File: config.mk
export PLATFORM = sky130hd
export DESIGN_NAME = spi_wiper_ctrl
export DESIGN_NICKNAME = d
export VERILOG_FILES = /design/src/rtl/wpr_pkg.sv /design/src/rtl/wpr_sync.sv /design/src/rtl/wpr_nv_timer.sv /design/src/rtl/wpr_slot_bank.sv /design/src/rtl/spi_wiper_ctrl.sv
export SDC_FILE = /design/constraint.sdc
export NUM_CORES = 1
export LEC_CHECK = 0
export ABC_CLOCK_PERIOD_IN_PS = 3300
export CORE_MARGIN = 2
export CORE_UTILIZATION = 30
export CTS_CLUSTER_DIAMETER = 120
export DETAILED_ROUTE_END_ITERATION = 7
export DONT_BUFFER_PORTS = 1
export GPL_TIMING_DRIVEN = 0
export SLEW_MARGIN = 20
export SYNTH_ARGS = -nofsm -noshare
export SYNTH_HDL_FRONTEND = slang
export SYNTH_SLANG_ARGS = --single-unit
export TNS_END_PERCENT = 30
File: constraint.sdc
create_clock -name clk -period 3.3 [get_ports clk]
set_input_delay 0.33 -clock clk [delete_from_list [all_inputs] [get_ports clk]]
set_output_delay 0.33 -clock clk [all_outputs]
set_load 0.05 [all_outputs]
File: src/rtl/wpr_pkg.sv
package wpr_pkg;

  localparam logic [3:0] ID_CODE    = 4'b0101;
  localparam logic [3:0] OP_RD_WIP  = 4'b1001;
  localparam logic [3:0] OP_WR_WIP  = 4'b1010;
  localparam logic [3:0] OP_RD_SLOT = 4'b1011;
  localparam logic [3:0] OP_WR_SLOT = 4'b1100;
  localparam logic [3:0] OP_SLOT2W  = 4'b1101;
  localparam logic [3:0] OP_W2SLOT  = 4'b1110;
  localparam logic [3:0] OP_STEP    = 4'b0010;
  localparam logic [3:0] OP_STATUS  = 4'b0101;

  typedef enum logic [2:0] {
    ST_ID,
    ST_CMD,
    ST_WDATA,
    ST_READ,
    ST_STEP,
    ST_SKIP
  } wpr_state_e;

endpackage

File: src/rtl/wpr_sync.sv
module wpr_sync #(
  parameter int WIDTH = 3,
  parameter int STAGES = 2,
  parameter logic [WIDTH-1:0] RST_VAL = '0
) (
  input  logic             clk,
  input  logic             rst_n,
  input  logic [WIDTH-1:0] d,
  output logic [WIDTH-1:0] q
);

  logic [STAGES-1:0][WIDTH-1:0] stg_q;

  always_ff @(posedge clk or negedge rst_n) begin
    if (!rst_n) begin
      stg_q <= {STAGES{RST_VAL}};
    end else begin
      stg_q[0] <= d;
      for (int i = 1; i < STAGES; i++) stg_q[i] <= stg_q[i-1];
    end
  end

  assign q = stg_q[STAGES-1];

endmodule

File: src/rtl/wpr_nv_timer.sv
module wpr_nv_timer #(
  parameter int CYCLES = 1000
) (
  input  logic clk,
  input  logic rst_n,
  input  logic start,
  output logic busy
);

  localparam int CNT_W = $clog2(CYCLES + 1);

  logic [CNT_W-1:0] cnt_q, cnt_n;

  always_comb begin
    cnt_n = cnt_q;
    if (start)             cnt_n = CNT_W'(CYCLES);
    else if (cnt_q != '0)  cnt_n = cnt_q - 1'b1;
  end

  always_ff @(posedge clk or negedge rst_n) begin
    if (!rst_n) cnt_q <= '0;
    else        cnt_q <= cnt_n;
  end

  assign busy = (cnt_q != '0);


  busy_after_start_chk: assert property (@(posedge clk) disable iff (!rst_n)
    start |=> busy);


  busy_countdown_chk: assert property (@(posedge clk) disable iff (!rst_n)
    (busy && !start) |=> (cnt_q == $past(cnt_q) - 1'b1));

endmodule

File: src/rtl/wpr_slot_bank.sv
module wpr_slot_bank #(
  parameter int W = 6,
  parameter int N = 4,
  parameter logic [N*W-1:0] RESET = '0,
  localparam int SEL_W = $clog2(N)
) (
  input  logic             clk,
  input  logic             rst_n,
  input  logic             we,
  input  logic [SEL_W-1:0] wsel,
  input  logic [W-1:0]     wdata,
  input  logic [SEL_W-1:0] rsel,
  output logic [W-1:0]     rdata
);

  logic [N-1:0][W-1:0] slot_q;

  always_ff @(posedge clk or negedge rst_n) begin
    if (!rst_n) begin
      for (int i = 0; i < N; i++) slot_q[i] <= RESET[i*W +: W];
    end else if (we) begin
      for (int i = 0; i < N; i++)
        if (wsel == SEL_W'(i)) slot_q[i] <= wdata;
    end
  end

  assign rdata = slot_q[rsel];


  slot_hold_chk: assert property (@(posedge clk) disable iff (!rst_n)
    !we |=> $stable(slot_q));

endmodule

File: src/rtl/spi_wiper_ctrl.sv
module spi_wiper_ctrl
  import wpr_pkg::*;
#(
  parameter int WIPER_W = 6,
  parameter int NUM_SLOTS = 4,
  parameter int BUSY_CYCLES = 1000,
  parameter int SYNC_STAGES = 2,
  parameter logic [NUM_SLOTS*WIPER_W-1:0] SLOT_RESET = {6'd48, 6'd32, 6'd16, 6'd40}
) (
  input  logic               clk,
  input  logic               rst_n,
  input  logic               cs_n,
  input  logic               sck,
  input  logic               si,
  output logic               so,
  output logic               so_oe,
  output logic [WIPER_W-1:0] wiper
);

  localparam int SEL_W = $clog2(NUM_SLOTS);
  localparam logic [WIPER_W-1:0] TAP_MAX = {WIPER_W{1'b1}};

  // synchronised pins and edge detection
  logic cs_s, sck_s, si_s, cs_q, sck_q;
  logic sck_rise, sck_fall, cs_rise;

  wpr_sync #(.WIDTH(3), .STAGES(SYNC_STAGES), .RST_VAL(3'b100)) u_sync (
    .clk(clk), .rst_n(rst_n), .d({cs_n, sck, si}), .q({cs_s, sck_s, si_s})
  );

  assign sck_rise = sck_s & ~sck_q;
  assign sck_fall = ~sck_s & sck_q;
  assign cs_rise  = cs_s & ~cs_q;

  // control state
  wpr_state_e state_q, state_n;
  logic [2:0] bit_q, bit_n;
  logic [6:0] shin_q, shin_n;
  logic [7:0] shout_q, shout_n;
  logic [3:0] op_q, op_n;
  logic [SEL_W-1:0] sel_q, sel_n;
  logic loaded_q, loaded_n;
  logic [WIPER_W-1:0] wiper_q, wiper_n;
  logic pend_q, pend_n;
  logic [SEL_W-1:0] psel_q, psel_n;
  logic [WIPER_W-1:0] pval_q, pval_n;

  logic [7:0] byte_full, rd_byte;
  logic [SEL_W-1:0] rsel;
  logic [WIPER_W-1:0] slot_rd;
  logic nv_start, nv_busy, last_bit;

  assign byte_full = {shin_q, si_s};
  assign last_bit  = (bit_q == 3'd7);
  assign rsel      = (state_q == ST_CMD) ? byte_full[SEL_W-1:0] : sel_q;
  assign nv_start  = cs_rise & pend_q;

  wpr_slot_bank #(.W(WIPER_W), .N(NUM_SLOTS), .RESET(SLOT_RESET)) u_bank (
    .clk(clk), .rst_n(rst_n), .we(nv_start), .wsel(psel_q), .wdata(pval_q),
    .rsel(rsel), .rdata(slot_rd)
  );

  wpr_nv_timer #(.CYCLES(BUSY_CYCLES)) u_timer (
    .clk(clk), .rst_n(rst_n), .start(nv_start), .busy(nv_busy)
  );

  always_comb begin
    case (op_q)
      OP_RD_WIP:  rd_byte = 8'(wiper_q);
      OP_RD_SLOT: rd_byte = 8'(slot_rd);
      default:    rd_byte = {7'd0, nv_busy};
    endcase
  end

  always_comb begin
    state_n  = state_q;
    bit_n    = bit_q;
    shin_n   = shin_q;
    shout_n  = shout_q;
    op_n     = op_q;
    sel_n    = sel_q;
    loaded_n = loaded_q;
    wiper_n  = wiper_q;
    pend_n   = pend_q;
    psel_n   = psel_q;
    pval_n   = pval_q;
    if (cs_rise) pend_n = 1'b0;
    if (cs_s) begin
      state_n  = ST_ID;
      bit_n    = 3'd0;
      loaded_n = 1'b0;
    end else begin
      if (sck_rise) begin
        shin_n = byte_full[6:0];
        bit_n  = bit_q + 3'd1;
        case (state_q)
          ST_ID: if (last_bit) state_n = (byte_full[7:4] == ID_CODE) ? ST_CMD : ST_SKIP;
          ST_CMD: if (last_bit) begin
            op_n    = byte_full[7:4];
            sel_n   = byte_full[SEL_W-1:0];
            state_n = ST_SKIP;
            case (byte_full[7:4])
              OP_RD_WIP, OP_RD_SLOT, OP_STATUS: state_n = ST_READ;
              OP_WR_WIP:  state_n = ST_WDATA;
              OP_WR_SLOT: if (!nv_busy) state_n = ST_WDATA;
              OP_SLOT2W:  wiper_n = slot_rd;
              OP_W2SLOT: if (!nv_busy) begin
                pend_n = 1'b1;
                psel_n = byte_full[SEL_W-1:0];
                pval_n = wiper_q;
              end
              OP_STEP: state_n = ST_STEP;
              default: ;
            endcase
          end
          ST_WDATA: if (last_bit) begin
            state_n = ST_SKIP;
            if (op_q == OP_WR_WIP) begin
              wiper_n = byte_full[WIPER_W-1:0];
            end else begin
              pend_n = 1'b1;
              psel_n = sel_q;
              pval_n = byte_full[WIPER_W-1:0];
            end
          end
          ST_STEP: begin
            if (si_s) wiper_n = (wiper_q == TAP_MAX) ? TAP_MAX : wiper_q + 1'b1;
            else      wiper_n = (wiper_q == '0) ? '0 : wiper_q - 1'b1;
          end
          default: ;
        endcase
      end
      if (sck_fall && state_q == ST_READ) begin
        loaded_n = 1'b1;
        shout_n  = loaded_q ? {shout_q[6:0], 1'b0} : rd_byte;
      end
    end
  end

  always_ff @(posedge clk or negedge rst_n) begin
    if (!rst_n) begin
      cs_q     <= 1'b1;
      sck_q    <= 1'b0;
      state_q  <= ST_ID;
      bit_q    <= 3'd0;
      shin_q   <= '0;
      shout_q  <= '0;
      op_q     <= '0;
      sel_q    <= '0;
      loaded_q <= 1'b0;
      wiper_q  <= SLOT_RESET[WIPER_W-1:0];
      pend_q   <= 1'b0;
      psel_q   <= '0;
      pval_q   <= '0;
    end else begin
      cs_q     <= cs_s;
      sck_q    <= sck_s;
      state_q  <= state_n;
      bit_q    <= bit_n;
      shin_q   <= shin_n;
      shout_q  <= shout_n;
      op_q     <= op_n;
      sel_q    <= sel_n;
      loaded_q <= loaded_n;
      wiper_q  <= wiper_n;
      pend_q   <= pend_n;
      psel_q   <= psel_n;
      pval_q   <= pval_n;
    end
  end

  assign so    = shout_q[7];
  assign so_oe = (state_q == ST_READ);
  assign wiper = wiper_q;


  oe_off_chk: assert property (@(posedge clk) disable iff (!rst_n)
    cs_rise |=> !so_oe);


  wiper_idle_chk: assert property (@(posedge clk) disable iff (!rst_n)
    !$stable(wiper_q) |-> !$past(cs_s));


  step_sat_hi_chk: assert property (@(posedge clk) disable iff (!rst_n)
    (state_q == ST_STEP && !cs_s && sck_rise && si_s && wiper_q == TAP_MAX) |=> (wiper_q == TAP_MAX));


  step_sat_lo_chk: assert property (@(posedge clk) disable iff (!rst_n)
    (state_q == ST_STEP && !cs_s && sck_rise && !si_s && wiper_q == '0) |=> (wiper_q == '0));


  nv_block_chk: assert property (@(posedge clk) disable iff (!rst_n)
    nv_start |-> !nv_busy);

endmodule

==> impl_metrics.yaml <==
outcome:
  status: "completed"
floorplanning:
  pin_count: 13
  die_height_um: 125
  die_x_um: 125
  start_util_pct: 30.6
  row_count: 44
  dieArea_um2: 15700
  core_um2: 14400
routing:
  routed_wl_um: 10000
  drcViolationCount: 0
  firstDrtPassIters: 4
  drt-vias-per-instance: 5.15
  dr_total_vias: 3283
  wire_per_inst_um: 15.7
  postRouteAntennaNets: 0
  drt-initial-drc-count: 177
critical_path:
  slowest_delay_ns: 0.77
  required_ns: 3.50
  cp_common_cell: "nand2_1"
  start_kind: "flip-flop"
  crit_chain: "buf_2 -> nand2_1 -> nor2_1 -> nand2_1 -> clkbuf_1 -> nand2_1 -> o31ai_1"
  r2r_start: "state_q[0]"
  critPathKind: "reg -> reg"
  crit_arrival_ns: 2.84
  critPathCaptureType: "flip-flop"
  critical_path.max_fanout: 10
  crit_slowest_cell: "nor2_1"
  worstSetupStartpoint: "state_q[0]"
global_route:
  grt_overflow: 0
  groute.usage.overall_pct: 13.0
  grt_pass1_wl_um: 16400
  grt.met3_usage_pct: 2.35
  grt_use_met1_pct: 17.0
  antenna_found_initial: 0
  grt_max_degree: 86
  grt_pass1_vias: 3177
  grt.busiest_layer: "met2"
  grtUsageMet2_pct: 21.8
power_and_ir_drop:
  p_clk_share_pct: 46.0
  power.density_nw_per_um2: 477
  p_sw_mw: 0.537
  sw_frac_of_total_pct: 22.4
  p_leak_nw: 2.17
  ir_worst_vdd_uv: 304
  pwr-share-comb_pct: 6.9
  seqPwrFrac_pct: 47.2
  p_int_mw: 1.86
  p_total_mw: 2.39
sta:
  fin_crit_sh_pct: 80.1
  tightest_slew_ns: 1.11
  hold_violations: 0
  hold_slack_ns: 0.0228
  clock_skew_ns: 0.00763
  setup_viol: 0
  fin_crit_ns: 2.64
  rsz0062_at_grt: "false"
  drv_slew: 0
  slew_headroom_pct: 25.6
  setup_tns_ns: 0
  clock.fmax_mhz: 378
synthesis:
  ys_seq_area_share_pct: 48.5
  synthesis.nets: 446
  synth.area.mux_share_pct: 13.5
  synth-edff-count: 0
  synth_cells: 434
  synth_xor_area_share_pct: 2.18
  synth_seq_cells: 85
  synth-compound-area-share_pct: 14.4
  ys.flop_type: "dfrtp_1"
  synth_top_family_by_area: "simple AND/OR/NAND/NOR gates"
  yosysWarnings: 0
  synthSimpleGateAreaFrac_pct: 15.6
  synthArstFlopShare_pct: 100
  syn_avg_cell_area_um2: 10.2
  synth_cell_types: 64
  syn_area_um2: 4410
  synth_adder_area_share_pct: 1.99
clocking:
  cts_root_buf: "clkbuf_16"
  clkTransAtPathRegs_ns: 0.06
  clk_latency_ns: 0.33
  cts-htree-levels: 3
  cts_buffers: 9
  post_cts_resized: 0
  cts.path.max_buffers: 2
  clock-sinks: 85
  cts_tree: "yes"
final_layout:
  layout.nets: 460
  area_delta_synth_final_pct: 13.7
  postLayoutCellArea_um2: 5020
  drive_above_1_share_pct: 16.8
  num_antenna_cells: 0
placed_design:
  portBuffers: 0
  dpl_cell_area_um2: 4640
  post-dp-hpwl_um: 7090
  gp_congestion: 0.822
hold_path:
  worstHoldStart: "si"
  hold_class: "in -> reg"
job:
  drv_cap: 0
==> Yosys cell counts, types with 8 or more instances <==
master,count,area [um^2]
dfstp_2,11,289
mux2i_1,19,190
mux2_2,34,383
o22ai_1,8,50.1
o21ai_0,26,130
a31oi_1,9,56.3
a211oi_1,8,60.1
xnor2_1,8,70.1
clkbuf_1,18,67.6
o31ai_1,8,60.1
nor3_1,12,60.1
inv_1,13,48.8
nor2_1,39,146
nand2_1,50,188
dfrtp_1,74,1850
a21oi_1,11,55.1
==> layout by cell type (no fill, tap or decap), types with 7 or more instances in the layout <==
cell,netlist,layout
dfrtp_1,74,74
nand2_1,50,50
nor2_1,39,39
mux2_2,34,34
o21ai_0,26,26
clkbuf_1,18,20
mux2i_1,19,19
inv_1,13,13
nor3_1,12,12
a21oi_1,11,11
dfstp_2,11,11
a31oi_1,9,9
clkbuf_16,0,9
o22ai_1,8,8
a211oi_1,8,8
o31ai_1,8,8
xnor2_1,8,8
nand3_1,7,7
ha_1,7,7
==> stage by stage <==
stage	cells	setup WS (ns)	util [%]
3_3_place_gp	618	0.635	32.2
3_5_place_dp	618	0.655	32.2
4_1_cts	637	0.646	34.8
2_1_floorplan	434	1.11	-
5_1_grt	637	0.441	34.8
6_report	637	0.657	34.8
==> what timing repair did <==
action / in CTS / in global routing
endpoints found under the hold margin: 86 / 0
setup buffers: 0 / 0
hold buffers: 3 / 0
==> flip-flops by register name (all words and copies together), names as in the netlist, 4 cells and up <==
name           flops
u_bank.slot_q     24
u_timer.cnt_q     10
shout_q            8
shin_q             7
pval_q             6
wiper              6
op_q               4
==> worst max-delay path, delay by kind of cell, from the launching register on <==
family | cells | cell delay (ns)
AO/OA/AOI/OAI | 1 | 0.07
buffers and inverters | 2 | 0.56
flip-flops | 1 | 0.39
AND/OR/NAND/NOR | 4 | 1.49
==> layout make-up <==
class / instances / area [um^2]
timing repair buffer: 3 / 47.5
multi-input combinational: 310 / 2100
sequential: 85 / 2140
inverter: 13 / 48.8
clock buffer: 13 / 260
clock inverter: 3 / 67.6
tap: 184 / 230
fill: 1457 / 9410
buffer: 26 / 116
==> cell families (layout without fill, tap and decap cells) <==
group / Yosys count / count (layout)
simple gates: 142 / 142
compound gates: 96 / 96
flops: 85 / 85
mux: 54 / 54
buf+inv: 39 / 58
xor+xnor: 11 / 11
fa+ha+maj: 7 / 7
==> metal layers <==
layer,wire length (um),vias to the layer above
met4,125,0
met3,263,11
met2,4820,47
met1,4780,1646
li1,-,1579
met5,0,-
==> power by group through the flow <==
stage	Clock (mW)	Sequential, mW	Combinational (mW)
2_1_floorplan	0	1.13	0.112
3_3_place_gp	0	1.15	0.135
3_5_place_dp	0	1.15	0.139
6_report	1.10	1.13	0.164
4_1_cts	1.12	1.13	0.167
5_1_grt	1.17	1.13	0.185
==> worst paths after layout <==
check	slack, ns	end	depth (start not counted)
worst min register to register	0.35	u_sync.q[0]	0
max in group asynchronous	2.34	u_sync.stg_q[2]	2
worst max-delay path	0.66	shout_q[3]	7
worst max register to register	0.66	shout_q[3]	7
worst min-delay path	0.02	u_sync.stg_q[0]	0
min in group asynchronous	0.61	psel_q[1]	2
Note: power is estimated with default switching activity, not from simulation.
